<file path="src/rtl/gpio_irq_pkg.sv">
package gpio_irq_pkg;

  // Register byte offsets (software-visible map)
  localparam int unsigned OFS_DIR    = 'h00;
  localparam int unsigned OFS_LVLSEL = 'h04;
  localparam int unsigned OFS_LVLPOL = 'h08;
  localparam int unsigned OFS_RISEEN = 'h0C;
  localparam int unsigned OFS_FALLEN = 'h10;
  localparam int unsigned OFS_PINS   = 'h14;
  localparam int unsigned OFS_SET    = 'h18;
  localparam int unsigned OFS_CLR    = 'h1C;
  localparam int unsigned OFS_OUT    = 'h20;
  localparam int unsigned OFS_MASK   = 'h28;
  localparam int unsigned OFS_EN     = 'h2C;
  localparam int unsigned OFS_PEND   = 'h30;
  localparam int unsigned OFS_ACK    = 'h34;

  // Next value of one output bit under word load, set and clear strobes
  function automatic logic out_bit_next(input logic cur, input logic load,
                                        input logic load_val, input logic set_b,
                                        input logic clr_b);
    logic nv;
    nv = load ? load_val : cur;
    if (set_b) nv = 1'b1;
    if (clr_b) nv = 1'b0;
    return nv;
  endfunction

  // Edge event for one pin from the current and previous synchronised level
  function automatic logic edge_fire(input logic cur, input logic prev,
                                     input logic rise_en, input logic fall_en);
    return (rise_en & cur & ~prev) | (fall_en & ~cur & prev);
  endfunction

  // Level match for one pin: polarity 1 = active high, 0 = active low
  function automatic logic level_fire(input logic cur, input logic pol);
    return ~(cur ^ pol);
  endfunction

  // Latched event bit: a new event dominates a clear in the same cycle
  function automatic logic evt_next(input logic held, input logic clr_b,
                                    input logic fire);
    return (held & ~clr_b) | fire;
  endfunction

endpackage

</file>
<file path="src/rtl/gpio_in_sync.sv">
module gpio_in_sync #(
  parameter int unsigned N_PINS = 16,
  parameter int unsigned STAGES = 2
) (
  input  logic              clk,
  input  logic              rst_n,
  input  logic [N_PINS-1:0] pin_in,
  output logic [N_PINS-1:0] lvl_now,
  output logic [N_PINS-1:0] lvl_prev
);
  localparam int unsigned LAST = STAGES - 1;

  logic [N_PINS-1:0] chain [STAGES];
  logic [N_PINS-1:0] prev_q;

  generate
    for (genvar s = 0; s < STAGES; s++) begin : g_stage
      if (s == 0) begin : g_first
        always_ff @(posedge clk or negedge rst_n) begin
          if (!rst_n) chain[s] <= '0;
          else        chain[s] <= pin_in;
        end
      end else begin : g_rest
        always_ff @(posedge clk or negedge rst_n) begin
          if (!rst_n) chain[s] <= '0;
          else        chain[s] <= chain[s-1];
        end
      end
    end
  endgenerate

  always_ff @(posedge clk or negedge rst_n) begin
    if (!rst_n) prev_q <= '0;
    else        prev_q <= chain[LAST];
  end

  assign lvl_now  = chain[LAST];
  assign lvl_prev = prev_q;
endmodule

</file>
<file path="src/rtl/gpio_ctl_regs.sv">
module gpio_ctl_regs
  import gpio_irq_pkg::*;
#(
  parameter int unsigned N_PINS = 16,
  parameter int unsigned ADDR_W = 8
) (
  input  logic              clk,
  input  logic              rst_n,
  input  logic              psel,
  input  logic              penable,
  input  logic              pwrite,
  input  logic [ADDR_W-1:0] paddr,
  input  logic [N_PINS-1:0] pwdata,
  output logic [N_PINS-1:0] prdata,
  input  logic [N_PINS-1:0] lvl_now,
  input  logic [N_PINS-1:0] masked_stat,
  output logic [N_PINS-1:0] dir_q,
  output logic [N_PINS-1:0] out_q,
  output logic [N_PINS-1:0] lvlsel_q,
  output logic [N_PINS-1:0] lvlpol_q,
  output logic [N_PINS-1:0] riseen_q,
  output logic [N_PINS-1:0] fallen_q,
  output logic [N_PINS-1:0] mask_q,
  output logic [N_PINS-1:0] en_q,
  output logic [N_PINS-1:0] ack_vec
);
  localparam logic [ADDR_W-1:0] A_DIR    = ADDR_W'(OFS_DIR);
  localparam logic [ADDR_W-1:0] A_LVLSEL = ADDR_W'(OFS_LVLSEL);
  localparam logic [ADDR_W-1:0] A_LVLPOL = ADDR_W'(OFS_LVLPOL);
  localparam logic [ADDR_W-1:0] A_RISEEN = ADDR_W'(OFS_RISEEN);
  localparam logic [ADDR_W-1:0] A_FALLEN = ADDR_W'(OFS_FALLEN);
  localparam logic [ADDR_W-1:0] A_PINS   = ADDR_W'(OFS_PINS);
  localparam logic [ADDR_W-1:0] A_SET    = ADDR_W'(OFS_SET);
  localparam logic [ADDR_W-1:0] A_CLR    = ADDR_W'(OFS_CLR);
  localparam logic [ADDR_W-1:0] A_OUT    = ADDR_W'(OFS_OUT);
  localparam logic [ADDR_W-1:0] A_MASK   = ADDR_W'(OFS_MASK);
  localparam logic [ADDR_W-1:0] A_EN     = ADDR_W'(OFS_EN);
  localparam logic [ADDR_W-1:0] A_PEND   = ADDR_W'(OFS_PEND);
  localparam logic [ADDR_W-1:0] A_ACK    = ADDR_W'(OFS_ACK);
  localparam logic [N_PINS-1:0] ALL_ONES = '1;

  logic wr_go;
  logic wr_dir, wr_lvlsel, wr_lvlpol, wr_riseen, wr_fallen;
  logic wr_set, wr_clr, wr_out, wr_mask, wr_en, wr_ack;
  logic [N_PINS-1:0] set_v, clr_v, out_nx;

  assign wr_go     = psel & penable & pwrite;
  assign wr_dir    = wr_go & (paddr == A_DIR);
  assign wr_lvlsel = wr_go & (paddr == A_LVLSEL);
  assign wr_lvlpol = wr_go & (paddr == A_LVLPOL);
  assign wr_riseen = wr_go & (paddr == A_RISEEN);
  assign wr_fallen = wr_go & (paddr == A_FALLEN);
  assign wr_set    = wr_go & (paddr == A_SET);
  assign wr_clr    = wr_go & (paddr == A_CLR);
  assign wr_out    = wr_go & (paddr == A_OUT);
  assign wr_mask   = wr_go & (paddr == A_MASK);
  assign wr_en     = wr_go & (paddr == A_EN);
  assign wr_ack    = wr_go & (paddr == A_ACK);

  assign set_v   = wr_set ? pwdata : '0;
  assign clr_v   = wr_clr ? pwdata : '0;
  assign ack_vec = wr_ack ? pwdata : '0;

  generate
    for (genvar i = 0; i < N_PINS; i++) begin : g_outbit
      assign out_nx[i] = out_bit_next(out_q[i], wr_out, pwdata[i], set_v[i], clr_v[i]);
    end
  endgenerate

  always_ff @(posedge clk or negedge rst_n) begin
    if (!rst_n) begin
      dir_q    <= '0;
      out_q    <= '0;
      lvlsel_q <= '0;
      lvlpol_q <= '0;
      riseen_q <= '0;
      fallen_q <= '0;
      mask_q   <= ALL_ONES;
      en_q     <= '0;
    end else begin
      out_q <= out_nx;
      if (wr_dir)    dir_q    <= pwdata;
      if (wr_lvlsel) lvlsel_q <= pwdata;
      if (wr_lvlpol) lvlpol_q <= pwdata;
      if (wr_riseen) riseen_q <= pwdata;
      if (wr_fallen) fallen_q <= pwdata;
      if (wr_mask)   mask_q   <= pwdata;
      if (wr_en)     en_q     <= pwdata;
    end
  end

  always_comb begin
    prdata = '0;
    if (psel) begin
      case (paddr)
        A_DIR:    prdata = dir_q;
        A_LVLSEL: prdata = lvlsel_q;
        A_LVLPOL: prdata = lvlpol_q;
        A_RISEEN: prdata = riseen_q;
        A_FALLEN: prdata = fallen_q;
        A_PINS:   prdata = lvl_now;
        A_OUT:    prdata = out_q;
        A_MASK:   prdata = mask_q;
        A_EN:     prdata = en_q;
        A_PEND:   prdata = masked_stat;
        default:  prdata = '0;
      endcase
    end
  end
endmodule

</file>
<file path="src/rtl/gpio_irq_detect.sv">
module gpio_irq_detect
  import gpio_irq_pkg::*;
#(
  parameter int unsigned N_PINS = 16
) (
  input  logic              clk,
  input  logic              rst_n,
  input  logic [N_PINS-1:0] lvl_now,
  input  logic [N_PINS-1:0] lvl_prev,
  input  logic [N_PINS-1:0] lvlsel,
  input  logic [N_PINS-1:0] lvlpol,
  input  logic [N_PINS-1:0] riseen,
  input  logic [N_PINS-1:0] fallen,
  input  logic [N_PINS-1:0] mask,
  input  logic [N_PINS-1:0] en,
  input  logic [N_PINS-1:0] ack_vec,
  output logic [N_PINS-1:0] edge_hit,
  output logic [N_PINS-1:0] raw_evt,
  output logic [N_PINS-1:0] masked_stat,
  output logic              irq_q
);
  logic [N_PINS-1:0] lvl_hit;
  logic [N_PINS-1:0] pend;

  generate
    for (genvar i = 0; i < N_PINS; i++) begin : g_pin
      assign edge_hit[i] = ~lvlsel[i] &
                           edge_fire(lvl_now[i], lvl_prev[i], riseen[i], fallen[i]);
      assign lvl_hit[i]  = lvlsel[i] & level_fire(lvl_now[i], lvlpol[i]);
      assign pend[i]     = lvlsel[i] ? lvl_hit[i] : raw_evt[i];

      always_ff @(posedge clk or negedge rst_n) begin
        if (!rst_n) raw_evt[i] <= 1'b0;
        else        raw_evt[i] <= evt_next(raw_evt[i], ack_vec[i], edge_hit[i]);
      end
    end
  endgenerate

  assign masked_stat = pend & ~mask & en;

  always_ff @(posedge clk or negedge rst_n) begin
    if (!rst_n) irq_q <= 1'b0;
    else        irq_q <= |masked_stat;
  end
endmodule

</file>
<file path="src/rtl/gpio_irq_port.sv">
module gpio_irq_port #(
  parameter int unsigned N_PINS = 16,
  parameter int unsigned ADDR_W = 8,
  parameter int unsigned SYNC_STAGES = 2
) (
  input  logic              clk,
  input  logic              rst_n,
  input  logic              psel,
  input  logic              penable,
  input  logic              pwrite,
  input  logic [ADDR_W-1:0] paddr,
  input  logic [N_PINS-1:0] pwdata,
  output logic [N_PINS-1:0] prdata,
  input  logic [N_PINS-1:0] pin_in,
  output logic [N_PINS-1:0] pin_out,
  output logic [N_PINS-1:0] pin_oe,
  output logic              irq_out
);
  logic [N_PINS-1:0] lvl_now, lvl_prev;
  logic [N_PINS-1:0] dir_q, out_q, lvlsel_q, lvlpol_q, riseen_q, fallen_q;
  logic [N_PINS-1:0] mask_q, en_q, ack_vec;
  logic [N_PINS-1:0] edge_hit, raw_evt, masked_stat;
  logic              irq_q;

  gpio_in_sync #(.N_PINS(N_PINS), .STAGES(SYNC_STAGES)) u_sync (
    .clk(clk), .rst_n(rst_n), .pin_in(pin_in),
    .lvl_now(lvl_now), .lvl_prev(lvl_prev)
  );

  gpio_ctl_regs #(.N_PINS(N_PINS), .ADDR_W(ADDR_W)) u_regs (
    .clk(clk), .rst_n(rst_n),
    .psel(psel), .penable(penable), .pwrite(pwrite),
    .paddr(paddr), .pwdata(pwdata), .prdata(prdata),
    .lvl_now(lvl_now), .masked_stat(masked_stat),
    .dir_q(dir_q), .out_q(out_q), .lvlsel_q(lvlsel_q), .lvlpol_q(lvlpol_q),
    .riseen_q(riseen_q), .fallen_q(fallen_q), .mask_q(mask_q), .en_q(en_q),
    .ack_vec(ack_vec)
  );

  gpio_irq_detect #(.N_PINS(N_PINS)) u_det (
    .clk(clk), .rst_n(rst_n),
    .lvl_now(lvl_now), .lvl_prev(lvl_prev),
    .lvlsel(lvlsel_q), .lvlpol(lvlpol_q),
    .riseen(riseen_q), .fallen(fallen_q),
    .mask(mask_q), .en(en_q), .ack_vec(ack_vec),
    .edge_hit(edge_hit), .raw_evt(raw_evt),
    .masked_stat(masked_stat), .irq_q(irq_q)
  );

  assign pin_out = out_q;
  assign pin_oe  = dir_q;
  assign irq_out = irq_q;
endmodule

</file>
<file path="config.mk">
export PLATFORM = sky130hd
export DESIGN_NAME = gpio_irq_port
export DESIGN_NICKNAME = d
export VERILOG_FILES = /design/src/rtl/gpio_irq_pkg.sv /design/src/rtl/gpio_in_sync.sv /design/src/rtl/gpio_ctl_regs.sv /design/src/rtl/gpio_irq_detect.sv /design/src/rtl/gpio_irq_port.sv
export SDC_FILE = /design/constraint.sdc
export NUM_CORES = 1
export LEC_CHECK = 0
export BUFFER_PORTS_ARGS = -buffer_cell sky130_fd_sc_hd__buf_2
export CAP_MARGIN = 10
export CELL_PAD_IN_SITES_DETAIL_PLACEMENT = 1
export CELL_PAD_IN_SITES_GLOBAL_PLACEMENT = 1
export CORE_MARGIN = 4
export CORE_UTILIZATION = 48
export CTS_CLUSTER_SIZE = 25
export DETAILED_ROUTE_END_ITERATION = 8
export GPL_TIMING_DRIVEN = 0
export PLACE_DENSITY = 0.81
export SYNTH_ARGS = -nofsm -noshare
export SYNTH_HDL_FRONTEND = slang
export SYNTH_SLANG_ARGS = --single-unit
</file>
<file path="constraint.sdc">
create_clock -name clk -period 1.9 [get_ports clk]
set_input_delay 0.095 -clock clk [delete_from_list [all_inputs] [get_ports clk]]
set_output_delay 0.095 -clock clk [all_outputs]
set_load 0.02 [all_outputs]
</file>
-- Yosys cells after proc, flatten, opt, wreduce, memory -nomap -nowiden
Cells that the tools add are included.
- register bits after elaboration: 193
- input bits: 45
- output and inout bits: 49
- muxes and demuxes: 69
- reductions and logical operators: 18
- bitwise logic cells: 256
- equality and inequality tests: 12
- operator list (kind ; number):
    $pmux W16 S10 ; 1
    $and A1 B1 Y1 ; 125
    $not A1 Y1 ; 80
    $mux W1 ; 64
    $mux W16 ; 4
    $reduce_bool A3 Y1 ; 16
    $eq A8 B6 Y1 const B ; 5
    $and A16 B16 Y16 ; 2
    $eq A8 B5 Y1 const B ; 4
    $or A1 B1 Y1 ; 32
    $eq A8 B4 Y1 const B ; 2
    $not A16 Y16 ; 1
    $reduce_or A16 Y1 ; 1
    $xor A1 B1 Y1 ; 16
    $eq A8 B3 Y1 const B ; 1
    $logic_not A8 Y1 ; 1

-- Logic depth before layout (Yosys ltp)
Gate-level depths: netlist (run 1).
- depth after elaboration: 8
- gate-level depth with buffers: 8
- mapped depth without buffers: 5

-- Cells and area by module
From an unflattened synthesis (run 1), not the netlist that was laid out.
- cell total of the unflattened synthesis: 789
- area, all modules: 9495.4 µm²
- modules (own cells, without submodules) (module ; sequential area each (µm²) ; times used ; cells each ; area each (µm²)):
    gpio_ctl_regs ; 3223.1 ; 1 ; 558 ; 6691.4
    gpio_irq_detect ; 425.4 ; 1 ; 167 ; 1482.7
    gpio_in_sync ; 1201.2 ; 1 ; 64 ; 1321.3

-- Least setup slack after synthesis (run 1)
OpenSTA, ideal clock, no wires.
- path type: input port to output port
- start: input port paddr[7]
- end: output port prdata[14]
- slack: -0.120 ns
- data required time: 1.805 ns
- stages: 6
- data arrival time: 1.925 ns
- path buffers: 2
- path through: clkbuf_2 -> or4b_4 -> nor3_4 -> clkbuf_1 -> a22oi_1 -> a31oi_1
- word-level cells in the longest chain between the ends: 3
- elaborated cells on any way between the ends: 12
- classes of those cells: 9 x eq/ne; 2 x mux; 1 x reduce/logical
- RTL lines (what ; RTL line ; source):
    start, declared ; gpio_irq_port.sv:11 ; input logic [ADDR_W-1:0] paddr,
    $eq A8 B6 Y1, or another cell as far along ; gpio_ctl_regs.sv:95 ; case (paddr)
    $pmux W16 S10 (*) ; gpio_ctl_regs.sv:95 ;
    $mux W16 (*) ; gpio_ctl_regs.sv:94 ; if (psel) begin
    end, declared ; gpio_irq_port.sv:13 ; output logic [N_PINS-1:0] prdata,
Every way passes the cells marked *; elsewhere a longest branch is shown, timed or not.

-- Final worst setup path (run 1)
- start: register u_sync.chain (netlist bit u_sync.lvl_now[1])
- end: output port prdata[1]
- word-level cells in the longest chain between the ends: 8
- RTL lines (what ; RTL line ; source):
    start, declared ; gpio_in_sync.sv:13 ; logic [N_PINS-1:0] chain [STAGES];
    start signal, assigned by index ; gpio_in_sync.sv:26 ; else chain[s] <= chain[s-1];
    $xor A1 B1 Y1 ; gpio_irq_pkg.sv:37 ; return ~(cur ^ pol);
    $not A1 Y1 ; gpio_irq_pkg.sv:37 ;
    $and A1 B1 Y1 ; gpio_irq_detect.sv:29 ; assign lvl_hit[i] = lvlsel[i] & level_fire(lvl_now[i], lvlpol[i]);
    $mux W1 ; gpio_irq_detect.sv:30 ; assign pend[i] = lvlsel[i] ? lvl_hit[i] : raw_evt[i];
    $and A16 B16 Y16 (2 in series) ; gpio_irq_detect.sv:39 ; assign masked_stat = pend & ~mask & en;
    $pmux W16 S10 (*) ; gpio_ctl_regs.sv:95 ;
    $mux W16 (*) ; gpio_ctl_regs.sv:94 ;
Marks and branches as above.

==> results.md, run 1 <==
* Status: complete, but fails checks
* Failing checks: setup timing
* Final Cell Area at 12000 µm²
* Io pins at 94
* H-tree Lvls at 4
* Synth warn at 0
* Worst R2R Path Depth at 7
* CTS Sinks at 193
* Seq pwr share at 48.2%
* Vias at 8483
* Critical Path Max Stage Delay at 450 ps
* Die height at 145 µm
* Final wirelength at 41.0 mm
* Global Route Usage Sum at 33.7%
* Total CTS buffers at 17
* Unique masters post-synth at 55
* Synth async-reset ratio at 100%
* Switch share at 26.5%
* Remaining DRCs at 0
* Worst hold path type: in2reg
* Rel. slew slack at 56.6%
* Tightest Pin Transition at 652 ps
* Synth Flop Type: dfrtp_1
* Cell Pwr Density at 747 nW/µm²
* CP Data Required Time at 1800 ps
* Initial DRC count at 1123
* Placed Instances at 1079
* First-pass GRT wire length at 54.0 mm
* Skew final at 13.8 ps
* CTS max path bufs at 2
* Avg Cell Area, Syn at 11.9 µm²
* Register area share after synthesis at 53.6%
* Crit path time final at 2400 ps
* Number of flops mapped to enable cells by yosys at 0
* Final Worst Setup Slack at -498 ps
* Row Count at 49
* Initial Utilization at 49.5%
* DRT Pass-1 Iters at 8
* FMAX at 417 MHz
* Root Driver: clkbuf_16
* Routed WL per cell at 33.9 µm
* Syn nets at 805
* Grt total ovfl at 0
* Critical path class: reg2out
* GP Congestion at 0.920
* NumNets Final at 1010
* Worst-path fanout max at 2
* Mapped cell area at 9050 µm²
* Final worst-path cycle share at 126%
* Largest net degree at the start of global routing at 128
* Clk pwr share at 43.6%
* # fillers at 1827
* Final Max Slew Viols at 0
* Area post-placement at 9850 µm²
* Cell Count, Final, Fillers Out at 1208
* Share of cells above drive strength 1 at 47.0%
* Vias in the first global route at 8733
* Internal power at 6.60 mW
* #FFs+latches synth at 193
* Die footprint at 21100 µm²
* Final ANT Viol Nets at 0
* Pwr Total at 8.98 mW
* Slowest-stage cell, CP: dfrtp_1
* Leakage Power at 5.39 nW
* Setup crit end kind: output port
* MaxCap Viol Count at 0
* Port bufs at 89
* Comb power frac at 8.2%
* Area growth syn-to-layout at 32.9%
* Hold path cells at 4
* Final setup vio count at 58
* Critical-path cell list: xnor2_1, mux2i_1, nor3b_2, a221oi_2, a31oi_2, buf_4
* Post-Syn Instances at 760
* Worst-case vdd ir drop at 0.666 mV
* Endpoints failing hold at 0
* Vias per inst at 7.02
* HPWL Detailed at 19.7 mm
* Worst EP arrival at 2300 ps
* Psw at 2.38 mW
* Initial antenna violation count at 0
* RSZ-0062 raised after global routing: true
* Die width at 145 µm
* Clock transition at path regs at 80 ps
* Core area at 18300 µm²
* Later-pin clock latency in the skew report at 460 ps
* Critical Path Source Type: flop
* CTS tree: done
==> per-layer routing <==
layer  part of all wire, %  wire length [µm]  GRT usage (%)  vias up
met1                    37             15100           41.5     4284
met2                    45             18500           53.3      702
met4                   8.0              3290           19.8        0
met5                     0                 0              0        -
li1                      -                 -              -     3215
met3                    10              4150           9.29      282
==> path summary, 6_finish.rpt <==
path | startpoint | endpoint | slack [ps]
worst max-delay path | u_sync.lvl_now[1] | prdata[1] | -500
worst min-delay path | pwdata[6] | u_regs.out_q[6] | 30
worst max register to register | u_regs.lvlpol_q[10] | u_det.irq_q | -40
worst min register to register | u_sync.chain[23] | u_sync.lvl_now[7] | 350
max in group asynchronous | rst_n | u_sync.lvl_now[9] | 680
min in group asynchronous | rst_n | u_sync.chain[16] | 180
==> cells by family (layout without fill, tap and decap cells) <==
family | Yosys count | after routing | synth area share [%]
other cells | 0 | 1 | 0
xor+xnor | 16 | 16 | 1.55
buf+inv | 72 | 290 | 3.71
compound gates | 153 | 153 | 12.3
flops | 193 | 193 | 53.6
simple gates | 176 | 176 | 10.3
mux | 150 | 150 | 18.6
==> state kept, by name, summed over array words and instances (netlist names) <==
signal,flops
u_sync.lvl_prev,16
u_regs.mask_q,16
u_regs.riseen_q,16
u_regs.lvlpol_q,16
u_det.raw_evt,16
u_regs.out_q,16
u_regs.en_q,16
u_sync.chain,16
u_det.irq_q,1
u_regs.fallen_q,16
u_regs.dir_q,16
u_regs.lvlsel_q,16
u_sync.lvl_now,16
==> layout by cell type, fill, tap and decap left out, drive strengths merged, types with 3 or more instances in the layout <==
master | netlist | routed
o21ai | 10 | 10
nor3 | 12 | 12
nand2 | 50 | 50
a31oi | 26 | 26
nor4 | 7 | 7
a2111oi | 4 | 4
a211oi | 6 | 6
o22a | 6 | 6
nor2 | 57 | 57
dfrtp | 177 | 177
buf | 20 | 189
o2bb2ai | 18 | 18
nor4b | 5 | 5
nor3b | 16 | 16
and3 | 3 | 3
mux2i | 37 | 37
a22o | 15 | 15
mux2 | 113 | 113
clkbuf | 31 | 49
a222oi | 6 | 6
nand3 | 11 | 11
a21oi | 27 | 27
dlygate4sd3 | 0 | 17
xnor2 | 16 | 16
inv | 21 | 25
a221oi | 11 | 11
dfstp | 16 | 16
a22oi | 20 | 20
bufinv | 0 | 3
or4 | 3 | 3
clkinv | 0 | 5
==> per-stage QoR <==
step	TNS, ps	hold slack, ps	utilization (%)	setup WS, ps
finish	-6070	34.6	65.8	-498
global route	-6670	62.5	65.8	-530
floorplan	-1700	-201	-	-94.6
detailed placement	-128180	79.4	53.9	-1420
global placement	-538890	203	53.7	-2310
CTS	-1780	28.4	63.6	-192
==> cell usage after synthesis (2+ instances only) <==
cell type / number / area (µm²)
dfrtp_1: 177 / 4430
mux2_2: 103 / 1160
nor2_1: 55 / 206
nand2_1: 47 / 176
mux2i_1: 37 / 370
clkbuf_1: 30 / 113
a21oi_1: 27 / 135
a31oi_1: 25 / 156
inv_1: 21 / 78.8
a22oi_1: 20 / 150
o2bb2ai_1: 18 / 158
dfstp_2: 16 / 420
xnor2_1: 16 / 140
a22o_1: 15 / 131
nor3b_1: 15 / 113
a221oi_1: 11 / 96.3
buf_2: 11 / 55.1
mux2_4: 10 / 150
nand3_1: 10 / 50.1
nor3_1: 10 / 50.1
o21ai_0: 8 / 40.0
nor4_1: 7 / 43.8
a211oi_1: 6 / 45.0
a222oi_1: 6 / 60.1
o22a_1: 6 / 52.6
a2111oi_0: 4 / 35.0
buf_6: 4 / 45.0
and3_1: 3 / 18.8
buf_1: 3 / 11.3
nand2_2: 3 / 18.8
nor4b_1: 3 / 26.3
a41oi_1: 2 / 17.5
and2_1: 2 / 12.5
nand2b_1: 2 / 12.5
nand4_1: 2 / 12.5
nor3_4: 2 / 32.5
nor4b_2: 2 / 30.0
nor4bb_1: 2 / 20.0
o21ai_1: 2 / 10.0
or4_1: 2 / 15.0
==> worst max-delay path, delay by kind of cell, from the launching register on <==
| family | cells | cell delay [ps] |
|---|---|---|
| and+or+nand+nor | 1 | 130 |
| AOI/OAI and AO/OA | 2 | 430 |
| muxes | 1 | 430 |
| buffers and inverters | 1 | 190 |
| DFF | 1 | 450 |
| xor gates and xnor gates | 1 | 210 |
==> power by group through the flow <==
| stage | Combinational [mW] | Clock [mW] | Sequential (mW) |
|---|---|---|---|
| finish | 0.739 | 3.91 | 4.33 |
| global route | 0.776 | 4.09 | 4.34 |
| CTS | 0.649 | 3.81 | 4.31 |
| detailed placement | 0.515 | 0 | 4.39 |
| global placement | 0.483 | 0 | 4.38 |
| floorplan | 0.227 | 0 | 4.39 |
==> layout make-up <==
| type | instances | area (µm²) | share of cell area [%] |
|---|---|---|---|
| Inverter | 21 | 78.8 | 0.655 |
| Multi-Input combinational cell | 495 | 4430 | 36.9 |
| Antenna cell | 1 | 2.50 | 0.0208 |
| Clock inverter | 14 | 183 | 1.52 |
| Tap cell | 229 | 287 | 2.38 |
| Timing Repair Buffer | 188 | 1380 | 11.5 |
| Sequential cell | 193 | 4860 | 40.4 |
| Buffer | 49 | 379 | 3.15 |
| Clock buffer | 18 | 429 | 3.57 |
==> timing repair <==
action                                 4_1_cts  5_1_grt
setup endpoints to repair                  128       78
endpoints found under the hold margin       82        0
gates resized for setup                    127       64
hold buffers                                17        0
buffers inserted                            63       18
gates cloned                                 2        0
pin swaps                                   41       35
(Power assumes the default switching activity.)
==> run 2: changes to the inputs <==
==> constraint.sdc (replaced) <==
create_clock -name clk -period 2.5 [get_ports clk]
set_input_delay 0.125 -clock clk [delete_from_list [all_inputs] [get_ports clk]]
set_output_delay 0.125 -clock clk [all_outputs]
set_load 0.02 [all_outputs]
==> run 2 against run 1 <==
Effect of this change: sequential power down 24%; sequential share of layout area up 5.2 points; flip-flop and latch count unchanged; combinational power down 43%; the flow now finishes without violations; non-clock buffer count down 76; clock power down 34%; register-to-register slack better by 510 ps; setup slack better by 530 ps; die area unchanged.
==> results.md, run 2 (same netlist as run 1, synthesis figures left out) <==
* Status: completed
* Initial DRC count at 710 (-37%)
* Endpoints failing hold at 0 (unchanged)
* Sum Neg Setup Slack at 0 ps (+6070 ps)
* Grt total ovfl at 0 (unchanged)
* Final Worst Setup Slack at 28.0 ps (+526 ps)
* CP Data Required Time at 2880 ps (+1080 ps)
* Die width at 145 µm (unchanged)
* Clock transition at path regs at 70 ps (about the same)
* MaxCap Viol Count at 0 (unchanged)
* Rel. slew slack at 31.8% (-25 points)
* Largest net degree at the start of global routing at 109 (-15%)
* Initial antenna violation count at 0 (unchanged)
* Vias per inst at 6.42 (-8.5%)
* Critical Path Max Stage Delay at 590 ps (+140 ps)
* Critical-path cell list: buf_2, or4_1, buf_2, nor2_4, o21ai_1, a31oi_2, buf_2, a22o_1
* Worst-path fanout max at 10 (+8)
* Global Route Usage Sum at 28.5% (-5.2 points)
* CP most frequent cell: buf_2
* Critical Path Source Type: input port
* Core area at 18300 µm² (unchanged)
* NumNets Final at 934 (-7.5%)
* Slowest-stage cell, CP: a31oi_2
* Pwr Total at 6.31 mW (-30%)
* FMAX at 405 MHz
* Cell Pwr Density at 592 nW/µm² (-21%)
* Crit path max-delay family: compound AO/OA/AOI/OAI gates
* Remaining DRCs at 0 (unchanged)
* Die footprint at 21100 µm² (unchanged)
* Routed WL per cell at 26.6 µm (-22%)
* Final Max Slew Viols at 0 (unchanged)
* Vias at 7259 (-14%)
* Worst-case vdd ir drop at 0.365 mV (-45%)
* Total CTS buffers at 17 (unchanged)
* Setup crit end kind: flop
* Worst EP arrival at 2850 ps (+550 ps)
* Share of cells above drive strength 1 at 33.4% (-14 points)
* Skew final at 9.32 ps (-4.44 ps)
* Root Driver: clkbuf_16
* Final worst-path cycle share at 98.9%
* Tightest Pin Transition at 1020 ps (+372 ps)
* Initial Utilization at 49.5% (unchanged)
* Vias in the first global route at 7881 (-9.8%)
* Port bufs at 89 (unchanged)
* Levels on crit path at 8 (+2)
* H-tree Lvls at 4 (unchanged)
* Final wirelength at 30.1 mm (-27%)
* Final setup vio count at 0 (-100%)
* Row Count at 49 (unchanged)
* Dpl ws at -617 ps (+806 ps)
* Worst hold path type: in2reg
* Leakage Power at 4.74 nW (-12%)
* Critical path class: in2reg
* Die height at 145 µm (unchanged)
* Worst R2R Path Depth at 5 (-2)
* DRT Pass-1 Iters at 5 (-3)
* First-pass GRT wire length at 46.3 mm (-14%)
* Crit path time final at 2470 ps
* CTS max path bufs at 2 (unchanged)
* RSZ-0062 raised after global routing: false
* CTS Sinks at 193 (unchanged)
* Hold path cells at 4 (unchanged)
* Final ANT Viol Nets at 0 (unchanged)
* Later-pin clock latency in the skew report at 440 ps (-20 ps)
* Most frequent cells in the layout: dfrtp_1 (177), mux2_2 (103), buf_2 (98)
* HPWL Detailed at 19.6 mm (-0.38%)
* Io pins at 94 (unchanged)
* Area growth syn-to-layout at 17.6%
* Ant diodes at 0 (-1)
* GP Congestion at 0.876 (-4.7%)
* Most common cell after layout, fill and taps aside: dfrtp_1
* CP Buf/Inv Count at 3 (+2)
* CTS tree: done
## run 2: cell count changes in the layout (fill, tap and decap cells not counted), sizes merged
cell / delta
bufinv: -2
buf: -76
clkinv: -1
clkbuf: +2
clkinvlp: -1
inv: +1
diode: -1
## run 2: cell type report
cell class | instances | area [µm²]
timing repair buffer | 110 | 676
multi-input combinational | 495 | 3930
clock buffer | 20 | 437
fill | 1921 | 7630
clock inverter | 11 | 105
inverter | 21 | 78.8
sequential | 193 | 4850
buffer | 51 | 277
tap | 229 | 287
## run 2: repair_timing
action | 4_1_cts | 5_1_grt
gates resized for setup | 14 | 17
setup endpoints to repair | 45 | 27
hold endpoints to repair | 94 | 0
pin swaps | 0 | 2
setup buffers | 0 | 3
hold buffers | 17 | 0
## run 2: power breakdown
part           total (mW)  internal (mW)  switching, mW
sequential           3.28           3.21         0.0742
combinational       0.419          0.154          0.265
clock                2.60           1.38           1.22
total                6.31           4.74           1.56
## run 2: path summary, 6_finish.rpt
path / from / endpoint / slack, ps
min reg2reg: u_sync.chain[28] / u_sync.lvl_now[12] / 340
max: paddr[1] / u_regs.out_q[0] / 30
min in group asynchronous: rst_n / u_regs.dir_q[15] / 260
max in group asynchronous: rst_n / u_regs.lvlpol_q[7] / 1270
min: pwdata[6] / u_regs.out_q[6] / 70
max reg2reg: u_sync.lvl_now[4] / u_det.irq_q / 470
## run 2: routing by layer
layer  part of all wire (%)  track usage (%)
met2                     50             48.0
met5                      0                0
met4                    3.8             11.4
met1                     40             36.3
met3                    6.4             5.58
## run 2: tightest hold or removal path, cell delays in order
cell	delay (ps)
buf_2	80
nor2_1	40
a21oi_1	100
a22o_1	130
## run 2: per-stage QoR
stage	hold WS, ps	cell area, µm²	instances	util, %
floorplan	-171	9050	760	-
CTS	72.1	10600	1127	57.9
detailed placement	168	9820	1079	53.7
global placement	232	9780	1078	53.5
global route	102	10600	1130	58.3
finish	74.4	10600	1130	58.3
==> run 3: changes to the inputs <==
--- a/config.mk
+++ b/config.mk
@@ -8,13 +8,13 @@
 export BUFFER_PORTS_ARGS = -buffer_cell sky130_fd_sc_hd__buf_2
 export CAP_MARGIN = 10
 export CELL_PAD_IN_SITES_DETAIL_PLACEMENT = 1
-export CELL_PAD_IN_SITES_GLOBAL_PLACEMENT = 1
+export CELL_PAD_IN_SITES_GLOBAL_PLACEMENT = 2
 export CORE_MARGIN = 4
-export CORE_UTILIZATION = 48
+export CORE_UTILIZATION = 43
 export CTS_CLUSTER_SIZE = 25
 export DETAILED_ROUTE_END_ITERATION = 8
 export GPL_TIMING_DRIVEN = 0
-export PLACE_DENSITY = 0.81
+export PLACE_DENSITY = 0.86
 export SYNTH_ARGS = -nofsm -noshare
 export SYNTH_HDL_FRONTEND = slang
 export SYNTH_SLANG_ARGS = --single-unit
==> constraint.sdc (replaced) <==
create_clock -name clk -period 2.9 [get_ports clk]
set_input_delay 0.145 -clock clk [delete_from_list [all_inputs] [get_ports clk]]
set_output_delay 0.145 -clock clk [all_outputs]
set_load 0.02 [all_outputs]
==> run 3 against run 2 <==
Effect of this change: via count down 4.1%; register-to-register slack better by 530 ps; sequential share of layout area down 0.25 points; flip-flop and latch count unchanged; cell count up 3.5%; combinational power down 15%; routed wire length up 0.17%; setup slack better by 160 ps; highest routed layer is now met5; clock power down 2%; clock skew up 1.6 ps; largest power group unchanged; non-clock buffer count down 3.
==> results.md, run 3 (same netlist as run 1, synthesis figures left out) <==
* NumNets Final at 931 (-0.32%)
* M1 wire length at 12.6 mm (+4.9%)
* Final wirelength at 30.1 mm (+0.17%)
* Sum Neg Setup Slack at 0 ps (unchanged)
* Die footprint at 23400 µm² (+11%)
* Leakage Power at 4.71 nW (-0.51%)
* Grt total ovfl at 0 (unchanged)
* Most frequent cells in the layout: dfrtp_1 (177), mux2_2 (103), buf_2 (99)
* Root Driver: clkbuf_16
* MaxCap Viol Count at 0 (unchanged)
* Final ANT Viol Nets at 0 (unchanged)
* First-pass GRT wire length at 46.3 mm (about the same)
* Clock transition at path regs at 70 ps (about the same)
* Remaining DRCs at 0 (unchanged)
* Area growth syn-to-layout at 18.3%
* Routed WL per cell at 25.8 µm (-3.2%)
* Setup crit end kind: output port
* H-tree Lvls at 4 (unchanged)
* Worst-case vdd ir drop at 0.359 mV (-1.7%)
* Seq pwr share at 49.4% (-2.7 points)
* Most common cell after layout, fill and taps aside: dfrtp_1
* Wire length on met2 at 14.9 mm (-0.56%)
* Final worst-path cycle share at 93.4%
* Uppermost layer routed: met5
* Cell Pwr Density at 535 nW/µm² (-9.7%)
* CTS tree: done
* Status: completed
* Internal power at 4.36 mW (-8.0%)
* Vias in the first global route at 7725 (-2.0%)
* FMAX at 369 MHz
* Port bufs at 89 (unchanged)
* Critical path class: in2out
* Row Count at 52 (+6.1%)
* Rel. slew slack at 29.8% (-1.9 points)
* Reg area at 4850 µm² (unchanged)
* Initial antenna violation count at 1 (+1)
* Met3 Routed Length at 1.73 mm (-9.5%)
* Io pins at 94 (unchanged)
* Later-pin clock latency in the skew report at 440 ps (about the same)
* Final Max Slew Viols at 0 (unchanged)
* Worst hold path type: in2reg
* Die height at 153 µm (+5.3%)
* Initial DRC count at 432 (-39%)
* Switch share at 23.8% (-1.0 points)
* CTS max path bufs at 2 (unchanged)
* Total CTS buffers at 17 (unchanged)
* Tightest Pin Transition at 1050 ps (+24.6 ps)
* CP Data Required Time at 2760 ps (-120 ps)
* # fillers at 2172 (+13%)
* Core area at 20500 µm² (+12%)
* Comb power frac at 6.2% (-0.4 points)
* Clk pwr share at 44.3% (+3.0 points)
* Final setup vio count at 0 (unchanged)
* Crit path time final at 2710 ps
* Skew final at 11.0 ps (+1.64 ps)
* Endpoints failing hold at 0 (unchanged)
* Worst-path fanout max at 10 (unchanged)
* RSZ-0062 raised after global routing: false
* Psw at 1.36 mW (-13%)
* Vias per inst at 5.96 (-7.3%)
* Fin util at 52.2% (-6.0 points)
* Share of cells above drive strength 1 at 32.1% (-1.3 points)
* Die width at 153 µm (+5.3%)
* Critical Path Source Type: input port
* Multi-input logic area at 3890 µm² (-0.99%)
* HPWL Detailed at 19.8 mm (+0.87%)
* Initial Utilization at 44.2% (-5.4 points)
* Global Route Usage Sum at 25.8% (-2.6 points)
* Largest net degree at the start of global routing at 129 (+18%)
* CTS Sinks at 193 (unchanged)
* Vias at 6964 (-4.1%)
* DRT Pass-1 Iters at 5 (unchanged)
* Worst EP arrival at 2560 ps (-290 ps)
* GP Congestion at 0.904 (+3.1%)
==> run 3: changes by cell type in the layout (fill, tap and decap cells not counted), sizes merged <==
cell,change
inv,-3
buf,-3
bufinv,+3
clkinvlp,+2
diode,+1
clkinv,-1
clkbuf,-1
==> run 3: per-stage QoR <==
step           cell area [µm²]  worst slack (ps)  instances  hold slack (ps)  power (mW)
2_1_floorplan             9050               780        760             -151        3.02
3_3_place_gp              9830             -1430       1119              253        3.19
3_5_place_dp              9870              -374       1120              136        3.21
4_1_cts                  10700              18.2       1168             82.8        5.75
5_1_grt                  10700              5.87       1168             95.2        5.92
6_report                 10700               192       1169             95.9        5.72
==> run 3: repair_timing <==
item,CTS,global route
setup endpoints to repair,16,25
resized for setup,3,8
endpoints found under the hold margin,75,0
hold buffers,17,0
buffers inserted,0,0
pin swaps,0,0
==> run 3: worst max-delay path, stage by stage <==
cell,delay (ps)
buf_2,170
nor4_1,440
clkbuf_2,400
a22oi_1,120
o221ai_1,260
o21ai_2,230
buf_2,310
a31oi_1,250
buf_2,220
==> run 3: layout make-up <==
type                       instances  area share [%]
multi-input combinational        495            36.4
sequential                       193            45.3
buffer                            51            2.43
clock inverter                    12            1.70
clock buffer                      19            4.14
timing repair buffer             107            6.10
inverter                          21           0.737
tap                              270            3.16
antenna                            1          0.0234
==> run 3: worst paths after layout <==
check,slack [ps],cells past startpoint,to,from
max,190,9,prdata[14],paddr[5]
max in group asynchronous,1650,3,u_sync.chain[28],rst_n
min reg2reg,350,0,u_sync.lvl_now[3],u_sync.chain[19]
min in group asynchronous,230,2,u_sync.chain[19],rst_n
max reg2reg,1000,5,u_det.irq_q,u_sync.lvl_now[2]
min,100,4,u_regs.out_q[3],pwdata[3]
==> run 3: power by group through the flow <==
stage | clock network, mW | logic (mW) | registers (mW)
after floorplan | 0 | 0.146 | 2.88
after global placement | 0 | 0.316 | 2.87
after detailed placement | 0 | 0.336 | 2.88
after CTS | 2.57 | 0.357 | 2.83
after global routing | 2.69 | 0.390 | 2.84
final | 2.54 | 0.358 | 2.83
==> run 3: metal layers <==
metal	track usage, %	vias to the layer above
met3	5.46	60
met1	32.9	3623
met5	0	-
met4	10.1	2
met2	43.4	225
li1	-	3054
